## src/rtl/pn_pkg.sv

```systemverilog
package pn_pkg;
  typedef enum logic [1:0] {
    PN_OK      = 2'd0,
    PN_NOSPACE = 2'd1,
    PN_INVALID = 2'd2,
    PN_RDERR   = 2'd3
  } pn_status_e;

  typedef enum logic [2:0] {
    S_IDLE, S_REQ, S_WAIT, S_LEG, S_HI, S_LO, S_NUL
  } pn_state_e;

  typedef enum logic [1:0] {
    PH_H0, PH_H1, PH_LEN, PH_BODY
  } pn_phase_e;

  localparam logic [7:0] PN_DASH = 8'h2D;
endpackage

```

## src/rtl/pn_hex_char.sv

```systemverilog
module pn_hex_char (
  input  logic [3:0] nib,
  output logic [7:0] ch
);
  always_comb begin
    if (nib < 4'd10) ch = 8'h30 + {4'h0, nib};
    else             ch = 8'h37 + {4'h0, nib};
  end
endmodule

```

## src/rtl/pn_legacy_byte.sv

```systemverilog
module pn_legacy_byte (
  input  logic [15:0] w0,
  input  logic [15:0] w1,
  input  logic [3:0]  idx,
  output logic [7:0]  ch,
  output logic        last
);
  import pn_pkg::*;
  localparam int NPOS = 16;

  logic [3:0] nib [NPOS];
  logic [7:0] asc [NPOS];

  always_comb begin
    for (int k = 0; k < NPOS; k++) nib[k] = 4'h0;
    nib[0] = w0[15:12];
    nib[1] = w0[11:8];
    nib[2] = w0[7:4];
    nib[3] = w0[3:0];
    nib[4] = w1[15:12];
    nib[5] = w1[11:8];
    nib[8] = w1[7:4];
    nib[9] = w1[3:0];
  end

  for (genvar k = 0; k < NPOS; k++) begin : g_hex
    pn_hex_char u_hex (.nib(nib[k]), .ch(asc[k]));
  end

  always_comb begin
    last = 1'b0;
    if (idx == 4'd6)       ch = PN_DASH;
    else if (idx == 4'd10) begin
      ch   = 8'h00;
      last = 1'b1;
    end
    else                   ch = asc[idx];
  end
endmodule

```

## src/rtl/pn_decoder.sv

```systemverilog
module pn_decoder #(
  parameter int          AW        = 16,
  parameter int          HDR0_ADDR = 8,
  parameter int          HDR1_ADDR = 9,
  parameter logic [15:0] GUARD     = 16'hFAFA
) (
  input  logic          clk,
  input  logic          rst_n,
  input  logic          start,
  input  logic [15:0]   size_limit,
  output logic          busy,
  output logic          done,
  output logic [1:0]    status,
  output logic [16:0]   out_len,
  output logic          rd_req_valid,
  input  logic          rd_req_ready,
  output logic [AW-1:0] rd_addr,
  input  logic          rd_rsp_valid,
  input  logic [15:0]   rd_rsp_data,
  input  logic          rd_rsp_err,
  output logic          out_valid,
  input  logic          out_ready,
  output logic [7:0]    out_data,
  output logic          out_last
);
  import pn_pkg::*;

  localparam int          LW       = 17;
  localparam logic [3:0]  LEG_LAST = 4'd10;
  localparam logic [LW-1:0] LEG_LEN = LW'(LEG_LAST) + LW'(1);

  pn_state_e  state_q;
  pn_phase_e  phase_q;
  pn_status_e status_q;
  logic [AW-1:0] addr_q;
  logic [15:0]   w0_q, w1_q, cur_q, remain_q, limit_q;
  logic [3:0]    leg_idx_q;
  logic [LW-1:0] len_q;
  logic          done_q;

  logic [7:0]    leg_ch;
  logic          leg_last;
  logic [LW-1:0] need;

  assign need = {rd_rsp_data, 1'b0} - LW'(1);

  pn_legacy_byte u_leg (
    .w0(w0_q), .w1(w1_q), .idx(leg_idx_q), .ch(leg_ch), .last(leg_last)
  );

  always_ff @(posedge clk) begin
    if (!rst_n) begin
      state_q   <= S_IDLE;
      phase_q   <= PH_H0;
      status_q  <= PN_OK;
      addr_q    <= '0;
      w0_q      <= '0;
      w1_q      <= '0;
      cur_q     <= '0;
      remain_q  <= '0;
      limit_q   <= '0;
      leg_idx_q <= '0;
      len_q     <= '0;
      done_q    <= 1'b0;
    end else begin
      done_q <= 1'b0;
      unique case (state_q)
        S_IDLE: if (start) begin
          limit_q  <= size_limit;
          addr_q   <= AW'(HDR0_ADDR);
          phase_q  <= PH_H0;
          status_q <= PN_OK;
          len_q    <= '0;
          state_q  <= S_REQ;
        end
        S_REQ: if (rd_req_ready) state_q <= S_WAIT;
        S_WAIT: if (rd_rsp_valid) begin
          if (rd_rsp_err) begin
            status_q <= PN_RDERR;
            done_q   <= 1'b1;
            state_q  <= S_IDLE;
          end else begin
            unique case (phase_q)
              PH_H0: begin
                w0_q    <= rd_rsp_data;
                addr_q  <= AW'(HDR1_ADDR);
                phase_q <= PH_H1;
                state_q <= S_REQ;
              end
              PH_H1: begin
                w1_q <= rd_rsp_data;
                if (w0_q != GUARD) begin
                  if ({1'b0, limit_q} < LEG_LEN) begin
                    status_q <= PN_NOSPACE;
                    done_q   <= 1'b1;
                    state_q  <= S_IDLE;
                  end else begin
                    len_q     <= LEG_LEN;
                    leg_idx_q <= '0;
                    state_q   <= S_LEG;
                  end
                end else begin
                  addr_q  <= rd_rsp_data[AW-1:0];
                  phase_q <= PH_LEN;
                  state_q <= S_REQ;
                end
              end
              PH_LEN: begin
                if (rd_rsp_data == 16'h0000 || rd_rsp_data == 16'hFFFF) begin
                  status_q <= PN_INVALID;
                  done_q   <= 1'b1;
                  state_q  <= S_IDLE;
                end else if ({1'b0, limit_q} < need) begin
                  status_q <= PN_NOSPACE;
                  done_q   <= 1'b1;
                  state_q  <= S_IDLE;
                end else begin
                  len_q    <= need;
                  remain_q <= rd_rsp_data - 16'd1;
                  addr_q   <= addr_q + AW'(1);
                  phase_q  <= PH_BODY;
                  state_q  <= (rd_rsp_data == 16'd1) ? S_NUL : S_REQ;
                end
              end
              default: begin
                cur_q   <= rd_rsp_data;
                state_q <= S_HI;
              end
            endcase
          end
        end
        S_LEG: if (out_ready) begin
          if (leg_idx_q == LEG_LAST) begin
            done_q  <= 1'b1;
            state_q <= S_IDLE;
          end else begin
            leg_idx_q <= leg_idx_q + 4'd1;
          end
        end
        S_HI: if (out_ready) state_q <= S_LO;
        S_LO: if (out_ready) begin
          remain_q <= remain_q - 16'd1;
          addr_q   <= addr_q + AW'(1);
          state_q  <= (remain_q == 16'd1) ? S_NUL : S_REQ;
        end
        S_NUL: if (out_ready) begin
          done_q  <= 1'b1;
          state_q <= S_IDLE;
        end
        default: state_q <= S_IDLE;
      endcase
    end
  end

  always_comb begin
    out_data = 8'h00;
    out_last = 1'b0;
    unique case (state_q)
      S_LEG: begin
        out_data = leg_ch;
        out_last = leg_last;
      end
      S_HI:  out_data = cur_q[15:8];
      S_LO:  out_data = cur_q[7:0];
      S_NUL: out_last = 1'b1;
      default: ;
    endcase
  end

  assign busy         = (state_q != S_IDLE);
  assign done         = done_q;
  assign status       = status_q;
  assign out_len      = len_q;
  assign rd_req_valid = (state_q == S_REQ);
  assign rd_addr      = addr_q;
  assign out_valid    = (state_q == S_LEG) || (state_q == S_HI) ||
                        (state_q == S_LO)  || (state_q == S_NUL);
endmodule

```

## config.mk

```make
export PLATFORM = sky130hd
export DESIGN_NAME = pn_decoder
export DESIGN_NICKNAME = d
export VERILOG_FILES = /design/src/rtl/pn_pkg.sv /design/src/rtl/pn_hex_char.sv /design/src/rtl/pn_legacy_byte.sv /design/src/rtl/pn_decoder.sv
export SDC_FILE = /design/constraint.sdc
export NUM_CORES = 1
export LEC_CHECK = 0
export ABC_AREA = 1
export BUFFER_PORTS_ARGS = -buffer_cell sky130_fd_sc_hd__buf_2
export CAP_MARGIN = 25
export CELL_PAD_IN_SITES_DETAIL_PLACEMENT = 0
export CELL_PAD_IN_SITES_GLOBAL_PLACEMENT = 1
export CORE_MARGIN = 1.5
export CORE_UTILIZATION = 38
export DETAILED_ROUTE_END_ITERATION = 16
export PLACE_DENSITY_LB_ADDON = 0.05
export SLEW_MARGIN = 20
export SYNTH_ARGS = -nofsm -noshare
export SYNTH_HDL_FRONTEND = slang
export SYNTH_HIERARCHICAL = 1
export SYNTH_SLANG_ARGS = --single-unit
```

## constraint.sdc

```tcl
create_clock -name clk -period 2.8 [get_ports clk]
set_input_delay 0.56 -clock clk [delete_from_list [all_inputs] [get_ports clk]]
set_output_delay 0.56 -clock clk [all_outputs]
set_load 0.02 [all_outputs]
```

Word level (Yosys, flattened, before mapping). Cells that the tools add are included. W data, S select, Z words.

Add/sub/neg operators: 21. Multiply operators: 0. Div/mod/pow operators: 0. $lt $le $gt $ge: 11. Eq/ne operators: 41. Shift operators: 0. Muxes and demuxes: 93. Bitwise operators: 3. Reduce and logical (&&, ||, !) cells: 24.

Operator list (number): $mux W16 (13); $mux W17 (7); $add A6 B4 Y7 const A (16); $pmux W16 S3 (2); $pmux W17 S2 (2); $mux W7 (8); $mux W3 (14); $bmux W8 S4 (1); $eq A16 B1 Y1 const B (2); $lt A4 B4 Y1 const B (8); $mux W8 (4); $pmux W16 S2 (1); $sub A16 B1 Y16 const B (2); $mux W4 (7); $ne A2 B2 Y1 const B (14); $mux W2 (13); $pmux W8 S3 (1); $reduce_and A8 Y1 (3); $pmux W3 S7 (1); $reduce_and A9 Y1 (2); $lt A16 B17 Y1 (1); $sub A17 B1 Y17 const B (1); $add A16 B1 Y16 const B (1); $eq A16 B16 Y1 const B (1); other kinds (37) (68).

Register bits after elaboration: 125. Latch bits: 0. Memory bits (writable): 0. ROM bits: 0. Bits of input ports: 39. Output and inout bits: 48. Logic and storage cells: 205. Memories kept: 0.

Logic depth before layout (Yosys ltp). Gate-level depths: netlist of the first run.

Depth in word-level cells: 8. Gate-level depth with buffers: 23. Gate-level depth less buffers: 23.

Modules after synthesis. The synthesis of the first run kept the hierarchy.

By module, submodules not included: pn_decoder (instances 1, cells an instance 988, area an instance 6844.1 sq um, seq. area each 2502.4 sq um); pn_hex_char (instances 16, cells an instance 25, area an instance 123.9 sq um, seq. area each 0.0 sq um); pn_legacy_byte (instances 1, cells an instance 383, area an instance 1577.8 sq um, seq. area each 0.0 sq um).

Worst setup path after synthesis of the first run. No wires, ideal clock.

Path type: input port to flip-flop. From: input port rd_rsp_data[1]. To: register addr_q[3] (netlist: rd_addr[3]). Setup time: 118 ps. Arrival time: 2788 ps. Slack: -106 ps. Stages on the path: 18. Path buffers: 1. Cell sequence: inv_1 ha_1 nand2_2 nor2_4 nand3_1 nor4_1 xor2_1 ha_1 inv_1 nor2_1 o21bai_4 nand2_4 nand2_4 nand2_4 nand2_4 buf_4 nor3_1 nor2_1.

Word-level cells in the longest chain between the ends: 4.

RTL lines: start: declaration (line pn_decoder.sv:19) `input logic [15:0] rd_rsp_data,`; $sub A17 B1 Y17, or another cell as far along (line pn_decoder.sv:45) `assign need = {rd_rsp_data, 1'b0} - LW'(1);`; $lt A16 B17 Y1 or $logic_or A1 B1 Y1 (tied branches) (line pn_decoder.sv:113, pn_decoder.sv:109); $ne A3 B3 Y1 (no line); $reduce_and A9 Y1 (no line) (*); end signal: assignment (line pn_decoder.sv:70) `addr_q <= AW'(HDR0_ADDR);`; end signal: assignment (line pn_decoder.sv:103) `addr_q <= rd_rsp_data[AW-1:0];`; end signal: assignment (line pn_decoder.sv:120) `addr_q <= addr_q + AW'(1);`; end: declaration (line pn_decoder.sv:35) `logic [AW-1:0] addr_q;`.

Mark *: on every way between the ends. The rest lies on a longest branch, timed or not. A chain may end at the register's enable or synchronous reset.

==> flow_metrics.py, run 1 <==
metrics = {
    "synth": {
        "synth-seq-cells": 125,
        "ys_seq_area_share_pct": 24.05,
        "yosys_warnings": 6,
        "synthCells": 1771,
        "synth_area_sq_mm": 0.01040,
        "syn_area_per_cell_sq_um": 5.874,
        "synth.distinct_cells": 46,
    },
    "power": {
        "switchingPower_uw": 3099,
        "seqPwrFrac_pct": 28.8,
        "combPwrFrac_pct": 40.0,
        "power.internal_uw": 4551,
        "peakVddDrop_uv": 578.7,
        "cellLeakagePower_uw": 0.006526,
        "switching_share_pct": 40.51,
        "p_per_area_mw_per_mm2": 561.3,
        "clkPwrFrac_pct": 31.2,
    },
    "finish": {
        "layout_commonest_cell": "nand2_1",
        "fin_nets": 2138,
        "area_growth_syn_to_layout_pct": 31.00,
        "layout-drive-gt1-share_pct": 21.39,
        "fillCellCount": 2922,
        "final_cell_mix": "418 x nand2_1, 244 x inv_1, 213 x nor2_1, 160 x conb_1",
        "stdcell_count": 2412,
        "antenna_cells": 0,
    },
    "placed_design": {
        "place_worst_setup_slack_ps": -488.3,
        "post-dp-hpwl_um": 25310,
        "place_congestion": 0.8966,
        "io_buffer_count": 86,
        "dp.cells": 2365,
    },
    "clocking": {
        "clock_sinks": 125,
        "cts_buffers": 17,
        "cts.clk_slew.worst_paths_ps": 60,
        "clkLatencyLatePin_ps": 430,
        "cts_buffer_depth": 2,
        "root_buffer": "clkbuf_16",
        "cts_max_level": 4,
        "tritoncts": "yes",
    },
    "timing": {
        "fin_crit_sh_pct": 98.09,
        "slew_viol_final": 0,
        "fin_crit_ps": 2747,
        "finClkSkew_ps": 13.09,
        "max_clock_freq_ghz": 0.3641,
        "finalWorstSetupSlack_ps": 53.43,
        "hold_violations": 0,
        "rsz0062_at_grt": "true",
        "tightest_slew_ps": 608.5,
        "setup_viol": 0,
        "relSlewSlack_pct": 59.39,
    },
    "route": {
        "wire_per_inst_um": 13.73,
        "first_pass_iters": 5,
        "vias_per_cell": 4.693,
        "vias": 11319,
        "drc_errors": 0,
        "drt-initial-drc-count": 597,
        "finalWirelength_um": 33120,
        "detail-route-antenna-nets": 0,
    },
    "grt": {
        "met3_usage_pct": 2.665,
        "busiest_layer": "met2",
        "grt_max_degree": 48,
        "grt_use_met1_pct": 28.40,
        "antenna_found_initial": 0,
        "use_met2_pct": 42.85,
        "grt_pass1_wl_um": 52210,
        "grt_pass1_vias": 10394,
        "grtUsageTotal_pct": 23.10,
        "gr-total-overflow": 0,
    },
    "worst_hold_path": {
        "hold_path.class": "in -> reg",
    },
    "floorplan": {
        "die_height_um": 168.5,
        "die_w_um": 168.5,
        "initial_core_util_pct": 38.71,
        "fp.coreArea_sq_mm": 0.02688,
        "die-area_sq_mm": 0.02838,
        "pin_count": 87,
        "rows": 60,
    },
    "critical_path": {
        "crit_buf_inv": 4,
        "required_ps": 2240,
        "max_stage_delay_ps": 370,
        "path_class": "reg -> out",
        "end_kind": "primary output",
        "path_cells": "inv_4, ha_4, inv_1, o21ai_1, nand2_1, inv_1, nand2_1, nand3_2, nand2_2, nand2_1, nand2_1, o21ai_1, nand2_1, nand2_2, nand3_2, buf_6",
        "crit_family": "simple AND/OR/NAND/NOR gates",
        "crit_top_cell": "nand2_1",
        "path_max_fanout": 5,
        "worstPathArrival_ps": 2190,
        "start_kind": "flip-flop",
        "crit_slowest_cell": "dfxtp_4",
    },
    "run": {
        "drv_cap": 0,
    },
    "status": {
        "run_status": "completed",
    },
}
synthesized netlist by cell type (all sizes together):
library cell | instances | share of area (%)
xnor2 | 3 | 0.25
o211ai | 1 | 0.072
a31oi | 3 | 0.18
clkbuf | 36 | 1.3
o21ai | 174 | 9.0
xor2 | 16 | 1.3
o22ai | 7 | 0.42
nand2 | 439 | 16
o21bai | 2 | 0.25
or2 | 1 | 0.060
nor2 | 255 | 10
o2111ai | 3 | 0.25
inv | 269 | 9.7
nor3b | 3 | 0.22
nor4 | 5 | 0.30
a221oi | 2 | 0.17
o41ai | 1 | 0.084
a21oi | 118 | 5.7
nor3 | 29 | 1.5
buf | 45 | 3.1
nand4 | 31 | 1.9
clkinv | 1 | 0.036
a32oi | 3 | 0.25
a211oi | 8 | 0.82
nand3 | 109 | 5.3
a22oi | 4 | 0.29
dfxtp | 125 | 24
nand3b | 18 | 1.3
a2bb2oi | 2 | 0.17
conb | 17 | 0.61
ha | 41 | 4.9
registers in the layout, summed over array words and instances (netlist names):
name / count
done: 1
limit_q: 16
rd_addr: 16
leg_idx_q: 4
status: 2
w1_q: 16
w0_q: 16
cur_q: 16
phase_q: 2
state_q: 3
remain_q: 16
out_len: 17
area by class of cell:
cell class / count / area (sq um) / area share (%)
clock buffers: 17 / 425.4 / 3.121
clock inverters: 15 / 198.9 / 1.460
inverters: 270 / 1040 / 7.629
multi-input cells: 1441 / 7486 / 54.93
flip-flops and latches: 125 / 2556 / 18.76
well taps: 341 / 426.7 / 3.130
repair buffers: 203 / 1496 / 10.98
repair_timing:
item | CTS | global route
hold endpoints to repair | 0 | 0
hold buffers | 0 | 0
gates resized for setup | 39 | 161
endpoints found under the setup margin | 18 | 64
cloned | 0 | 5
setup buffers | 1 | 9
pin swaps | 17 | 65
final timing paths:
check	from	endpoint	slack, ps	cells after the start
max	w1_q[9]	out_data[2]	50	16
min	size_limit[8]	limit_q[8]	400	3
max reg2reg	state_q[0]	out_len[6]	220	13
min reg2reg	out_len[16]	out_len[16]	440	2
per-layer routing:
layer  share of wire, %  up-vias
li1                   -     6062
met4                1.6        0
met1                 44     5040
met2                 51      188
met3                2.8       29
met5                  0        -
cell families after synthesis:
logic type	Yosys count	share of synthesized area, %
simple gates	890	36.98
compound gates	328	17.66
other cells	17	0.6133
fa+ha+maj	41	4.931
flops	125	24.05
buf+inv	351	14.17
xor+xnor	19	1.600
worst reg2reg max path: cells and delay by family (launching register included):
kind / cells / cell delay (ps)
compound gates: 2 / 160
buf+inv: 4 / 710
simple gates: 7 / 1260
flops: 1 / 390
through the flow:
step	total power (uW)	hold WS, ps	utilization [%]	instance area (sq um)	TNS (ps)
finish	7651	399.7	50.71	13630	0
global route	8129	412.8	50.71	13630	-730.3
CTS	7295	379.4	48.14	12940	-32.20
detailed placement	4882	431.1	45.41	12210	-23070
global placement	4872	431.8	45.41	12210	-23010
floorplan	4027	447.8	-	10960	0
power groups by stage:
stage	sequential, uW	combinational, uW	clock (uW)
final	2200	3060	2390
after detailed placement	2240	2650	0
after floorplan	2310	1720	0
after CTS	2200	2660	2430
after global routing	2230	3390	2510
after global placement	2240	2640	0
(Power assumes the default switching activity.)
==> run 2, diff against run 1 <==
CORE_UTILIZATION = 42   (was 38)
clock period = 3 ns   (was 2.8 ns; I/O delays follow)
==> run 2 against run 1 <==
Effect of this change:
- via count fell by 1.2%
- clock power fell by 9.6%
- core utilization rose by 2.3 points
- register-to-register slack improved by 250 ps
- worst hold slack improved by 34 ps
- critical path type unchanged
- flip-flop and latch count did not move
==> flow_metrics.py, run 2 (synthesis results as in run 1) <==
metrics = {
    "clocking": {
        "ctsHoldBuffers": 0,
        "clock_sinks": 125,
        "cts_max_level": 4,
        "root_buffer": "clkbuf_16",
        "tritoncts": "yes",
        "cts_buffer_depth": 2,
        "cts.clk_slew.worst_paths_ps": 60,
        "cts_buffers": 17,
        "clkLatencyLatePin_ps": 430,
    },
    "timing": {
        "setup_viol": 0,
        "relSlewSlack_pct": 61.69,
        "fin_crit_sh_pct": 96.61,
        "hold_violations": 0,
        "rsz0062_at_grt": "true",
        "tightest_slew_ps": 574.1,
        "max_clock_freq_ghz": 0.3450,
        "fin_crit_ps": 2898,
        "setup_tns_ps": 0,
        "finClkSkew_ps": 11.02,
        "finalWorstSetupSlack_ps": 101.6,
        "slew_viol_final": 0,
    },
    "critical_path": {
        "end_kind": "primary output",
        "crit_buf_inv": 2,
        "required_ps": 2400,
        "path_cells": "inv_1, ha_2, nand3b_1, nand2_1, nor2_1, nor2_1, o21ai_1, nand2_1, nand2_1, nand2_1, nor2_2, nor2_2, nand2_2, nand3_4, buf_6",
        "path_max_fanout": 5,
        "max_stage_delay_ps": 360,
        "worstPathArrival_ps": 2300,
        "path_class": "reg -> out",
        "crit_slowest_cell": "dfxtp_4",
        "crit_top_cell": "nand2_1",
        "crit_family": "simple AND/OR/NAND/NOR gates",
        "start_kind": "flip-flop",
        "r2r_slack_ps": 470,
    },
    "route": {
        "vias_per_cell": 4.730,
        "drc_errors": 0,
        "first_pass_iters": 5,
        "detail-route-antenna-nets": 0,
        "drt-initial-drc-count": 571,
        "vias": 11186,
        "wire_per_inst_um": 13.57,
        "finalWirelength_um": 32090,
    },
    "floorplan": {
        "pin_count": 87,
        "fp.coreArea_sq_mm": 0.02432,
        "initial_core_util_pct": 42.78,
        "die_w_um": 160.4,
        "rows": 57,
        "die_height_um": 160.4,
        "die-area_sq_mm": 0.02572,
    },
    "placed_design": {
        "place_worst_setup_slack_ps": -360.4,
        "dp.cells": 2327,
        "place_congestion": 0.8801,
        "post-dp-hpwl_um": 24590,
        "io_buffer_count": 86,
    },
    "finish": {
        "stdcell_count": 2365,
        "layout_commonest_cell": "nand2_1",
        "area_growth_syn_to_layout_pct": 23.84,
        "layout-drive-gt1-share_pct": 16.47,
        "largest_register_ffs": 17,
        "fin_nets": 2107,
        "final_cell_mix": "428 x nand2_1, 256 x inv_1, 218 x nor2_1, 160 x conb_1, 115 x a21oi_1",
        "final_util_pct": 52.98,
    },
    "grt": {
        "grt_max_degree": 44,
        "antenna_found_initial": 1,
        "gr-total-overflow": 0,
        "grt_pass1_vias": 10452,
        "grt_pass1_wl_um": 52180,
        "grtUsageTotal_pct": 25.28,
    },
    "power": {
        "total_power_uw": 6702,
        "cellLeakagePower_uw": 0.006251,
        "p_per_area_mw_per_mm2": 520.2,
        "peakVddDrop_uv": 502.9,
    },
    "run": {
        "drv_cap": 0,
    },
    "status": {
        "run_status": "completed",
    },
    "worst_hold_path": {
        "hold_path.class": "in -> reg",
    },
}
-- run 2: power breakdown --
part / switching [uW] / leakage [uW] / total (uW) / internal (uW)
clock: 846 / 0.000292 / 2160 / 1320
sequential: 208 / 0.00103 / 2060 / 1850
combinational: 1610 / 0.00493 / 2480 / 863
-- run 2: layout make-up --
| cell class | count | area, sq um |
|---|---|---|
| Sequential cell | 125 | 2541 |
| Antenna cell | 1 | 2.502 |
| Clock buffer | 17 | 425.4 |
| Timing Repair Buffer | 175 | 1166 |
| Clock inverter | 15 | 186.4 |
| Tap cell | 324 | 405.4 |
| Multi-Input combinational cell | 1438 | 7136 |
| Inverter | 270 | 1021 |
| Fill cell | 2603 | 11440 |
-- run 2: worst min-delay path, cell delays in order --
cell and delay [ps]:
buf_2 90, nand3_1 70, a21oi_1 60
-- run 2: worst paths after layout --
| check | startpoint | endpoint | cells past startpoint |
|---|---|---|---|
| worst max-delay path | w1_q[5] | out_data[1] | 15 |
| worst min register to register | out_len[16] | out_len[16] | 2 |
| worst max register to register | w0_q[11] | out_len[2] | 9 |
| worst min-delay path | size_limit[0] | limit_q[0] | 3 |
-- run 2: routing by layer --
metal | share of wire [%] | global-route usage [%]
met1 | 45 | 31.26
met2 | 48 | 44.31
met3 | 3.8 | 3.048
met4 | 3.3 | 10.49
met5 | 0 | 0
-- run 2: what timing repair did --
item / CTS / global route
buffers inserted: 0 / 5
hold endpoints to repair: 0 / 0
pin swaps: 4 / 17
endpoints found under the setup margin: 3 / 64
gates resized for setup: 12 / 68
-- run 2: through the flow --
stage	hold WS (ps)	cell area [sq um]
2_1_floorplan	447.8	10940
3_3_place_gp	434.0	12020
6_report	434.1	12880
3_5_place_dp	444.4	12020
5_1_grt	440.0	12880
4_1_cts	424.1	12660
==> run 3, diff against run 2 <==
ABC_AREA = default   (was 1)
CORE_UTILIZATION = 45   (was 42)
==> run 3 against run 2 <==
Effect of this change:
- the flow now finishes with violations (negative setup slack)
- critical path type unchanged
- worst hold slack lost 20 ps
- flip-flop and latch count is the same
- largest power group unchanged
- synthesized cell count shrank 29%
- clock power shrank 4%
- core utilization grew 10 points
- critical endpoint is now out_data[4]
- sequential power shrank 3%
- clock-buffer cell count grew 3
==> flow_metrics.py, run 3 <==
metrics = {
    "status": {
        "run_status": "finished with violations",
        "violations": "negative setup slack",
    },
    "timing": {
        "rsz0062_at_grt": "true",
        "hold_violations": 0,
        "slew_viol_final": 0,
        "setup_viol": 65,
        "finClkSkew_ps": 14.42,
        "max_clock_freq_ghz": 0.2905,
        "tightest_slew_ps": 761.1,
        "fin_crit_sh_pct": 114.8,
        "relSlewSlack_pct": 49.19,
        "finalWorstSetupSlack_ps": -442.7,
        "fin_crit_ps": 3443,
    },
    "clocking": {
        "cts_buffer_depth": 2,
        "clkLatencyLatePin_ps": 430,
        "clock_sinks": 125,
        "cts_max_level": 4,
        "cts_buffers": 17,
        "cts.clk_slew.worst_paths_ps": 60,
        "root_buffer": "clkbuf_16",
        "tritoncts": "yes",
    },
    "placed_design": {
        "place_congestion": 0.9402,
        "io_buffer_count": 86,
        "place_worst_setup_slack_ps": -863.6,
        "post-dp-hpwl_um": 23210,
    },
    "critical_path": {
        "end_kind": "primary output",
        "max_stage_delay_ps": 520,
        "start_kind": "flip-flop",
        "required_ps": 2400,
        "path_class": "reg -> out",
        "path_cells": "inv_2, ha_4, and2b_1, o21ai_1, mux4_2, mux4_2, a22o_1, a22o_1, buf_6",
        "crit_slowest_cell": "mux4_2",
        "worstPathArrival_ps": 2840,
        "path_max_fanout": 2,
    },
    "floorplan": {
        "initial_core_util_pct": 45.77,
        "rows": 53,
        "die_height_um": 149.2,
        "die-area_sq_mm": 0.02227,
        "die_w_um": 149.2,
        "pin_count": 87,
        "fp.coreArea_sq_mm": 0.02102,
    },
    "synth": {
        "synth_common_cells": "153 x nand2_1, 129 x a21oi_1, 125 x dfxtp_1",
        "synth-seq-cells": 125,
        "synth_area_leaders": "dfxtp_1 26%, a21oi_1 6.7%, nand2_1 6.0%",
        "synth_area_sq_mm": 0.009620,
        "synth.distinct_cells": 88,
        "synth_top_area_share_pct": 26.01,
        "syn_area_per_cell_sq_um": 7.611,
        "yosys.area.top_type": "dfxtp_1",
        "ys.flop_type": "dfxtp_1",
        "synth_most_common_cell": "nand2_1",
        "synth_edf_count": 0,
        "postSynth.asyncResetShare_pct": 0,
        "synthCells": 1264,
        "ys_seq_area_share_pct": 26.01,
        "yosys_warnings": 6,
    },
    "finish": {
        "fin_nets": 1630,
        "antenna_cells": 0,
        "area_growth_syn_to_layout_pct": 38.01,
        "layout_commonest_cell": "nand2_1",
        "layout-drive-gt1-share_pct": 30.03,
        "final_cell_mix": "152 x nand2_1, 147 x conb_1, 127 x buf_4, 122 x a21oi_1, 107 x dfxtp_1",
        "final_util_pct": 63.16,
        "fillCellCount": 1875,
        "largest_register_ffs": 17,
    },
    "run": {
        "drv_cap": 0,
    },
    "power": {
        "switching_share_pct": 36.01,
        "cellLeakagePower_uw": 0.005202,
        "seqPwrFrac_pct": 30.7,
        "power.internal_uw": 4152,
        "clkPwrFrac_pct": 32.0,
        "switchingPower_uw": 2336,
        "peakVddDrop_uv": 459.2,
        "combPwrFrac_pct": 37.3,
        "total_power_uw": 6488,
        "p_per_area_mw_per_mm2": 488.7,
    },
    "worst_hold_path": {
        "hold_path.class": "in -> reg",
    },
    "route": {
        "drt-initial-drc-count": 732,
        "detail-route-antenna-nets": 0,
        "vias": 10038,
        "drc_errors": 0,
        "vias_per_cell": 5.455,
        "finalWirelength_um": 31940,
        "wire_per_inst_um": 17.36,
        "first_pass_iters": 5,
    },
    "grt": {
        "grt_pass1_vias": 9165,
        "antenna_found_initial": 0,
        "grt_max_degree": 57,
        "grtUsageTotal_pct": 28.81,
        "gr-total-overflow": 0,
        "grt_pass1_wl_um": 49750,
    },
}
run 3: power by group through the flow:
stage / combinational, uW / sequential, uW / clock (uW)
4_1_cts: 2270 / 1990 / 2100
5_1_grt: 2600 / 2010 / 2180
6_report: 2420 / 1990 / 2080
2_1_floorplan: 1320 / 2030 / 0
3_5_place_dp: 1970 / 2020 / 0
3_3_place_gp: 1960 / 2020 / 0
run 3: what timing repair did:
item | CTS | global route
resized for setup | 134 | 59
hold buffers | 0 | 0
pin swaps | 53 | 33
endpoints found under the hold margin | 0 | 0
cloned | 4 | 1
setup endpoints to repair | 65 | 65
setup buffers | 14 | 4
run 3: final timing paths:
path / cells after the start / endpoint / slack (ps) / from
hold reg to reg: 2 / cur_q[9] / 460 / cur_q[9]
setup / recovery: 9 / out_data[4] / -440 / w1_q[0]
setup reg to reg: 12 / rd_addr[2] / 50 / w0_q[0]
hold / removal: 3 / limit_q[1] / 410 / size_limit[1]
run 3: area by class of cell:
class | instances | area (sq um) | area share (%)
Inverter | 49 | 198.9 | 1.498
Clock inverter | 12 | 133.9 | 1.008
Tap cell | 275 | 344.1 | 2.591
Timing Repair Buffer | 240 | 1884 | 14.19
Clock buffer | 20 | 456.7 | 3.440
Sequential cell | 125 | 2532 | 19.07
Multi-Input combinational cell | 1119 | 7727 | 58.20
run 3: worst max-delay path, delay by kind of cell, from the launching register on:
family | cells | cell delay (ps)
muxes | 2 | 1030
AOI/OAI and AO/OA | 3 | 490
DFF | 1 | 330
and+or+nand+nor | 1 | 230
buffers and inverters | 2 | 180
adders and majority gates | 1 | 150
run 3: stage by stage:
| step | hold WS, ps | TNS, ps | std cells | instance area, sq um |
|---|---|---|---|---|
| after global placement | 443.9 | -36020 | 1787 | 11650 |
| after floorplan | 436.0 | -26380 | 1396 | 10330 |
| after CTS | 404.8 | -14780 | 1837 | 12960 |
| after global routing | 420.7 | -26280 | 1840 | 13280 |
| after detailed placement | 446.2 | -41070 | 1787 | 11650 |
| final | 414.4 | -19330 | 1840 | 13280 |
run 3: logic make-up after synthesis:
| kind of cell | count (synthesis) | synth area share [%] |
|---|---|---|
| mux | 59 | 7.595 |
| fa+ha+maj | 39 | 5.072 |
| flops | 125 | 26.01 |
| xor+xnor | 36 | 3.421 |
| buf+inv | 152 | 7.270 |
| other cells | 15 | 0.5852 |
| compound gates | 368 | 25.63 |
| simple gates | 470 | 24.41 |
run 3: routing by layer:
metal  track usage [%]  vias to the layer above  part of all wire [%]  wire length, um
met5                 0                        -                     0                0
met4             9.158                        0                   2.4              752
met3             3.945                       39                   5.7             1836
met2             45.93                      336                    46            14700
met1             40.11                     4684                    46            14650
li1                  -                     4979                     -                -
